`config.mk`:
```
export PLATFORM = sky130hd
export DESIGN_NAME = xbt_top
export DESIGN_NICKNAME = d
export VERILOG_FILES = /design/src/rtl/xbt_pkg.sv /design/src/rtl/xbt_lane.sv /design/src/rtl/xbt_section.sv /design/src/rtl/xbt_top.sv
export SDC_FILE = /design/constraint.sdc
export NUM_CORES = 1
export LEC_CHECK = 0
export BUFFER_PORTS_ARGS = -buffer_cell sky130_fd_sc_hd__buf_2
export CORE_MARGIN = 4
export CORE_UTILIZATION = 25
export CTS_BUF_LIST = sky130_fd_sc_hd__clkbuf_8 sky130_fd_sc_hd__clkbuf_16
export CTS_CLUSTER_SIZE = 40
export DETAILED_ROUTE_END_ITERATION = 6
export GPL_TIMING_DRIVEN = 0
export PLACE_DENSITY = 0.55
export SKIP_LAST_GASP = 1
export SLEW_MARGIN = 10
export SYNTH_ARGS = -nofsm -noshare
export SYNTH_HDL_FRONTEND = slang
export SYNTH_HIERARCHICAL = 1
export SYNTH_SLANG_ARGS = --single-unit
```
`constraint.sdc`:
```
create_clock -name clk -period 0.85 [get_ports clk]
set_clock_uncertainty 0.05 [all_clocks]
set_input_delay 0.0425 -clock clk [delete_from_list [all_inputs] [get_ports clk]]
set_output_delay 0.0425 -clock clk [all_outputs]
set_load 0.005 [all_outputs]
```
`src/rtl/xbt_pkg.sv`:
```
package xbt_pkg;

  // Control set for one direction of one section (all active low)
  typedef struct packed {
    logic ce_n;
    logic le_n;
    logic oe_n;
  } xbt_ctl_t;

  function automatic logic xbt_open(input xbt_ctl_t c);
    return !c.ce_n && !c.le_n;
  endfunction

  function automatic logic xbt_drive(input xbt_ctl_t c);
    return !c.ce_n && !c.oe_n;
  endfunction

endpackage

```
`src/rtl/xbt_lane.sv`:
```
module xbt_lane
  import xbt_pkg::*;
#(
  parameter int W = 8
) (
  input  logic         clk,
  input  logic         rst,
  input  xbt_ctl_t     ctl,
  input  logic [W-1:0] din,
  output logic [W-1:0] dout,
  output logic         drv
);

  logic [W-1:0] hold_q;
  logic         drv_q;

  always_ff @(posedge clk) begin
    if (rst) begin
      hold_q <= '0;
      drv_q  <= 1'b0;
    end else begin
      if (xbt_open(ctl))
        hold_q <= din;
      drv_q <= xbt_drive(ctl);
    end
  end

  assign dout = hold_q;
  assign drv  = drv_q;

  AST_LANE_RESET: assert property (@(posedge clk)
    rst |=> (dout == '0 && !drv));

  AST_LANE_LOAD: assert property (@(posedge clk) disable iff (rst)
    (!ctl.ce_n && !ctl.le_n) |=> (dout == $past(din)));

  AST_LANE_HOLD_LE: assert property (@(posedge clk) disable iff (rst)
    ctl.le_n |=> $stable(dout));

  AST_LANE_HOLD_CE: assert property (@(posedge clk) disable iff (rst)
    ctl.ce_n |=> $stable(dout));

  AST_LANE_DRIVE_ON: assert property (@(posedge clk) disable iff (rst)
    (!ctl.ce_n && !ctl.oe_n) |=> drv);

  AST_LANE_CE_OFF: assert property (@(posedge clk) disable iff (rst)
    ctl.ce_n |=> !drv);

  AST_LANE_OE_OFF: assert property (@(posedge clk) disable iff (rst)
    ctl.oe_n |=> !drv);

endmodule

```
`src/rtl/xbt_section.sv`:
```
module xbt_section
  import xbt_pkg::*;
#(
  parameter int W = 8
) (
  input  logic         clk,
  input  logic         rst,
  input  xbt_ctl_t     ab_ctl,
  input  xbt_ctl_t     ba_ctl,
  input  logic [W-1:0] a_in,
  input  logic [W-1:0] b_in,
  output logic [W-1:0] a_out,
  output logic         a_drv,
  output logic [W-1:0] b_out,
  output logic         b_drv,
  output logic         conflict
);

  logic conflict_q;

  xbt_lane #(.W(W)) u_ab (
    .clk (clk),
    .rst (rst),
    .ctl (ab_ctl),
    .din (a_in),
    .dout(b_out),
    .drv (b_drv)
  );

  xbt_lane #(.W(W)) u_ba (
    .clk (clk),
    .rst (rst),
    .ctl (ba_ctl),
    .din (b_in),
    .dout(a_out),
    .drv (a_drv)
  );

  always_ff @(posedge clk) begin
    if (rst)
      conflict_q <= 1'b0;
    else
      conflict_q <= xbt_drive(ab_ctl) && xbt_drive(ba_ctl);
  end

  assign conflict = conflict_q;

  AST_CONFLICT_MATCH: assert property (@(posedge clk) disable iff (rst)
    conflict == (a_drv && b_drv));

  AST_AB_ISOLATED: assert property (@(posedge clk) disable iff (rst)
    (ab_ctl.ce_n || ab_ctl.le_n) |=> $stable(b_out));

  AST_BA_ISOLATED: assert property (@(posedge clk) disable iff (rst)
    (ba_ctl.ce_n || ba_ctl.le_n) |=> $stable(a_out));

endmodule

```
`src/rtl/xbt_top.sv`:
```
module xbt_top
  import xbt_pkg::*;
#(
  parameter int W     = 8,
  parameter int NSECT = 2,
  localparam int TW   = W * NSECT
) (
  input  logic            clk,
  input  logic            rst,
  input  logic [NSECT-1:0] ab_ce_n,
  input  logic [NSECT-1:0] ab_le_n,
  input  logic [NSECT-1:0] ab_oe_n,
  input  logic [NSECT-1:0] ba_ce_n,
  input  logic [NSECT-1:0] ba_le_n,
  input  logic [NSECT-1:0] ba_oe_n,
  input  logic [TW-1:0]   a_in,
  input  logic [TW-1:0]   b_in,
  output logic [TW-1:0]   a_out,
  output logic [NSECT-1:0] a_drv,
  output logic [TW-1:0]   b_out,
  output logic [NSECT-1:0] b_drv,
  output logic [NSECT-1:0] conflict
);

  for (genvar k = 0; k < NSECT; k++) begin : g_sect
    xbt_ctl_t ab_c;
    xbt_ctl_t ba_c;

    assign ab_c = '{ce_n: ab_ce_n[k], le_n: ab_le_n[k], oe_n: ab_oe_n[k]};
    assign ba_c = '{ce_n: ba_ce_n[k], le_n: ba_le_n[k], oe_n: ba_oe_n[k]};

    xbt_section #(.W(W)) u_sect (
      .clk     (clk),
      .rst     (rst),
      .ab_ctl  (ab_c),
      .ba_ctl  (ba_c),
      .a_in    (a_in[k*W +: W]),
      .b_in    (b_in[k*W +: W]),
      .a_out   (a_out[k*W +: W]),
      .a_drv   (a_drv[k]),
      .b_out   (b_out[k*W +: W]),
      .b_drv   (b_drv[k]),
      .conflict(conflict[k])
    );

    // a section closed on both sides keeps its slices frozen
    AST_SECT_SLICE: assert property (@(posedge clk) disable iff (rst)
      (ab_ce_n[k] && ba_ce_n[k]) |=>
        ($stable(b_out[k*W +: W]) && $stable(a_out[k*W +: W])));
  end

endmodule

```
==> flow_metrics.py, run 1 <==
metrics = {
    "run_status": {
        "status": "finished, violations left",
        "violations": "hold timing",
    },
    "yosys": {
        "yosys.area.top_type": "dfxtp_1",
        "ys_ff_latch": 38,
        "yosys-top-cells-area": "dfxtp_1 51%, or3b_2 14%, o21ai_0 11%",
        "netlist_area_mm2": 0.00150,
        "ys_types": 12,
        "synthDominantCellAreaShare_pct": 50.8,
        "synth_nets": 200,
        "seq_area_frac_synth_pct": 50.8,
        "synthCells": 154,
        "syn_avg_cell_area_um2": 9.73,
        "yosysWarnings": 6,
    },
    "global_routing": {
        "grt_use_total_pct": 11.8,
        "grt_pass1_wl_um": 6980,
        "grt_max_degree": 11,
        "grt_overflow": 0,
        "antenna_found_initial": 0,
        "grt_pass1_vias": 1497,
    },
    "detailed_routing": {
        "wl_per_cell_um": 13.4,
        "wirelength_um": 4290,
        "dr.pass1.iters": 4,
        "drc": 0,
        "ant_nets": 0,
        "initialDrtViolationCount": 17,
        "routed-via-count": 1476,
        "routed_via_density": 4.63,
    },
    "die": {
        "die_w_um": 85.4,
        "fp.coreArea_mm2": 0.00568,
        "dieArea_mm2": 0.00730,
        "start_util_pct": 26.4,
        "fp-row-count": 27,
        "fp.dieH_um": 85.4,
        "io_pins": 84,
    },
    "cells_and_area": {
        "final_area_mm2": 0.00215,
        "multi_input_area_um2": 658,
        "layout-drive-gt1-share_pct": 59.9,
        "final_util_pct": 37.9,
        "diodes": 0,
        "fin_nets": 293,
        "area_growth_pct": 43.7,
        "seqCellArea_um2": 791,
        "fillerInstances": 613,
        "final_cell_count_no_fill": 319,
    },
    "setup_path": {
        "worstRegToRegCells": 2,
        "worstSetupStartpointType": "flop",
        "crit_chain": "buf_2",
        "startpoint": "g_sect[1].u_sect/u_ba/dout[5]",
        "timing.critical_path.to": "a_out[13]",
        "cp-end-kind": "primary output",
        "critPathRequiredTime_ns": 0.76,
        "crit_slowest_cell": "dfxtp_2",
        "critPathTopFamily": "flip-flops",
        "ff2ff_setup_slack_ns": 0.15,
        "cp.depth": 1,
        "timing.rr.end": "g_sect[0].u_sect/u_ba/dout[3]",
        "crit_fanout": 2,
        "critPathKind": "flop to primary output",
        "r2r-start": "g_sect[0].u_sect/u_ba/dout[3]",
        "worstPathArrival_ns": 0.72,
        "cp_num_buf_inv": 1,
        "cpPeakStageDelay_ns": 0.32,
    },
    "power": {
        "powerDensity_mw_per_mm2": 1630,
        "ir_drop_v": 0.000771,
        "leakage_nw": 0.952,
        "fin_total_pwr_mw": 3.50,
    },
    "sta": {
        "fmax_ghz": 1.23,
        "whs_ns": -0.122,
        "finalHoldViolCount": 3,
        "fin_ws_ns": 0.0359,
        "setup_viol": 0,
        "layout_worst_path_cycle_share_pct": 95.8,
        "grt_setup_unrepaired": "yes",
        "drv_slew": 0,
        "relSlewSlack_pct": 69.1,
        "max_slew.worst_pin.slew_ns": 0.463,
        "period_minus_slack_ns": 0.814,
        "fin_setup_tns_ns": 0,
    },
    "clock_tree": {
        "tritoncts": "done",
        "post_cts_buffers": 0,
        "cts_buffer_depth": 2,
        "path_clk_slew_ns": 0.07,
        "clock_sinks": 38,
        "h-tree-depth": 2,
        "cts-root-buf": "clkbuf_8",
        "numCtsBuffers": 5,
        "clkLatencyLatePin_ns": 0.28,
    },
    "flow_run": {
        "cap_violations": 0,
    },
    "worst_hold_path": {
        "worstHoldPathType": "primary input to flop",
        "hold_path_depth": 2,
    },
    "placement": {
        "pre_cts_slack_ns": -0.142,
        "portBuffers": 83,
        "routabilityCongestion": 0.683,
        "placed_area_mm2": 0.00200,
        "dp.cells": 309,
        "hpwl_um": 3130,
    },
}
==> cell usage after synthesis <==
cell	number
a21oi_1	28
a21oi_2	4
buf_6	4
clkbuf_1	4
clkbuf_2	4
dfxtp_1	38
nor2_1	2
nor3_1	4
o21ai_0	32
or3b_1	8
or3b_2	24
or4_1	2
==> cells in the final DEF (no fill, tap or decap), drive strengths merged <==
cell and instances:
buf 87, dfxtp 38, o21ai 32, a21oi 32
or3b 32, clkbuf 13, nor3 4, dlygate4sd3 3
inv 2, or4 2, nor2 2
==> area by class of cell <==
cell class	count	area share, %
Multi-Input combinational cell	104	30.6
Sequential cell	38	36.7
Timing Repair Buffer	86	21.3
Clock buffer	5	3.20
Tap cell	72	4.18
Buffer	12	3.72
Clock inverter	2	0.349
==> report_power, final <==
group	leakage, nW	switching [mW]	internal, mW	total [mW]
Clock	0.0466	0.581	0.541	1.12
Sequential	0.321	0.0310	1.87	1.90
Combinational	0.584	0.227	0.253	0.480
==> layer usage <==
metal | part of all wire, % | GRT usage (%) | up-vias
met3 | 7.4 | 3.59 | 9
li1 | - | - | 745
met5 | 0 | 0 | -
met2 | 46 | 19.6 | 49
met4 | 1.4 | 4.75 | 0
met1 | 45 | 14.1 | 673
==> flip-flops by register name (all words and copies together), names as in the netlist <==
name	flops
g_sect.u_sect/conflict	2
g_sect.u_sect/u_ab/dout	16
g_sect.u_sect/u_ba/drv	2
g_sect.u_sect/u_ba/dout	16
g_sect.u_sect/u_ab/drv	2
==> timing repair <==
| item | 4_1_cts | 5_1_grt |
|---|---|---|
| endpoints found under the hold margin | 6 | 3 |
| hold buffers | 2 | 1 |
| endpoints found under the setup margin | 1 | 23 |
| gates resized for setup | 1 | 25 |
| gates cloned | 0 | 0 |
==> worst min path at each step <==
stage	endpoint	start	slack, ns
after floorplan	g_sect[0].u_sect/u_ab/drv	ab_oe_n[0]	0.06
after global placement	g_sect[0].u_sect/u_ba/drv	ba_oe_n[0]	0.17
after detailed placement	g_sect[0].u_sect/u_ba/drv	ba_oe_n[0]	0.17
after CTS	g_sect[0].u_sect/u_ba/drv	ba_oe_n[0]	-0.14
after global routing	g_sect[0].u_sect/u_ba/drv	ba_oe_n[0]	-0.13
final	g_sect[0].u_sect/u_ba/drv	ba_oe_n[0]	-0.12
==> kinds of logic (layout without fill, tap and decap cells) <==
| family | Yosys count | after routing | synth area share (%) |
|---|---|---|---|
| flip-flops | 38 | 38 | 50.8 |
| AND/OR/NAND/NOR | 40 | 40 | 21.5 |
| AO/OA/AOI/OAI | 64 | 64 | 22.4 |
| buffers and inverters | 12 | 105 | 5.34 |
(Power assumes the default switching activity.)
==> run 2: changes to the inputs <==
Settings changed: CORE_UTILIZATION 25 to 43, PLACE_DENSITY 0.55 to 0.83.
==> flow_metrics.py, run 2 (synthesized netlist as in run 1, its figures left out) <==
metrics = {
    "sta": {
        "drv_slew": 0,
        "max_slew.worst_pin.slew_ns": 0.450,
        "finalHoldViolCount": 3,
        "grt_setup_unrepaired": "yes",
        "whs_ns": -0.117,
        "fin_ws_ns": 0.0330,
        "layout_worst_path_cycle_share_pct": 96.1,
        "relSlewSlack_pct": 70.0,
        "fmax_ghz": 1.22,
        "fin_setup_tns_ns": 0,
        "period_minus_slack_ns": 0.817,
        "setup_viol": 0,
    },
    "die": {
        "io_pins": 84,
        "fp.dieH_um": 67.0,
        "fp-row-count": 21,
        "fp.coreArea_mm2": 0.00336,
        "die_w_um": 67.0,
        "start_util_pct": 44.6,
        "dieArea_mm2": 0.00449,
    },
    "placement": {
        "placed_area_mm2": 0.00197,
        "pre_cts_slack_ns": -0.129,
        "routabilityCongestion": 0.693,
        "hpwl_um": 2770,
        "portBuffers": 83,
        "dp.cells": 283,
    },
    "power": {
        "leakage_nw": 0.975,
        "powerDensity_mw_per_mm2": 1940,
        "ir_drop_v": 0.00116,
        "p_comb_share_pct": 11.0,
        "seq_power_share_pct": 44.9,
        "p_sw_share_pct": 20.4,
        "clkPwrFrac_pct": 44.1,
        "p_switching_uw": 864,
        "fin_total_pwr_mw": 4.23,
        "p_int_mw": 3.37,
    },
    "cells_and_area": {
        "diodes": 0,
        "layout_commonest_cell": "buf_2",
        "layout-drive-gt1-share_pct": 61.3,
        "fillerInstances": 325,
        "final_area_mm2": 0.00218,
        "fin_nets": 293,
        "seqCellArea_um2": 792,
        "area_growth_pct": 45.2,
        "multi_input_area_um2": 658,
        "final_cell_count_no_fill": 294,
        "final_util_pct": 64.7,
        "most-common-layout-cells": "83 x buf_2, 32 x o21ai_0, 28 x a21oi_1",
    },
    "clock_tree": {
        "h-tree-depth": 2,
        "clock_sinks": 38,
        "cts_buffer_depth": 2,
        "tritoncts": "done",
        "numCtsBuffers": 5,
        "clkLatencyLatePin_ns": 0.28,
        "path_clk_slew_ns": 0.07,
        "cts-root-buf": "clkbuf_8",
    },
    "worst_hold_path": {
        "worstHoldPathType": "primary input to flop",
    },
    "global_routing": {
        "grt_pass1_vias": 1381,
        "grt_max_degree": 13,
        "grt_overflow": 0,
        "antenna_found_initial": 0,
        "grt_pass1_wl_um": 6030,
        "grt_use_total_pct": 17.5,
    },
    "detailed_routing": {
        "initialDrtViolationCount": 113,
        "routed-via-count": 1446,
        "wl_per_cell_um": 12.9,
        "wirelength_um": 3800,
        "routed_via_density": 4.92,
        "ant_nets": 0,
        "dr.pass1.iters": 4,
        "drc": 0,
    },
    "setup_path": {
        "crit_fanout": 2,
        "cpPeakStageDelay_ns": 0.32,
        "worstPathArrival_ns": 0.72,
        "cp_num_buf_inv": 1,
        "critPathKind": "flop to primary output",
        "critPathTopFamily": "flip-flops",
        "worstSetupStartpointType": "flop",
        "critPathRequiredTime_ns": 0.76,
        "crit_chain": "buf_2",
        "crit_slowest_cell": "dfxtp_2",
        "cp-end-kind": "primary output",
    },
    "run_status": {
        "status": "finished, violations left",
        "violations": "hold timing",
    },
    "flow_run": {
        "cap_violations": 0,
    },
}
[run 2: power by group through the flow]
stage	Clock [mW]	Combinational [mW]	Sequential, mW
floorplan	0	0.202	1.94
global placement	0	0.450	1.93
detailed placement	0	0.457	1.93
CTS	1.89	0.467	1.89
global route	1.98	0.522	1.91
finish	1.87	0.466	1.90
[run 2: layout make-up]
type,count,area share (%)
sequential,38,36.4
clock buffer,6,3.80
buffer,12,3.68
clock inverter,2,2.76
timing repair buffer,86,20.5
multi-input combinational,104,30.2
tap,46,2.65
[run 2: worst paths after layout]
| check | from | to | slack, ns | depth (start not counted) |
|---|---|---|---|---|
| min | ba_oe_n[1] | g_sect[1].u_sect/u_ba/drv | -0.12 | 2 |
| min reg2reg | g_sect[1].u_sect/u_ba/dout[5] | g_sect[1].u_sect/u_ba/dout[5] | 0.42 | 2 |
| max reg2reg | g_sect[1].u_sect/u_ab/dout[4] | g_sect[1].u_sect/u_ab/dout[4] | 0.15 | 2 |
| max | g_sect[0].u_sect/u_ba/dout[7] | a_out[7] | 0.03 | 1 |
[run 2: routing by layer]
metal	up-vias	GRT usage, %	share of wire [%]
met5	-	0	0
met4	0	4.56	0.95
met3	6	6.24	9.5
met2	55	27.4	47
met1	638	22.7	43
li1	747	-	-
[run 2: repair_timing]
item,CTS,global route
endpoints found under the hold margin,6,3
endpoints found under the setup margin,0,25
buffers inserted,0,0
hold buffers,2,1
resized for setup,0,25
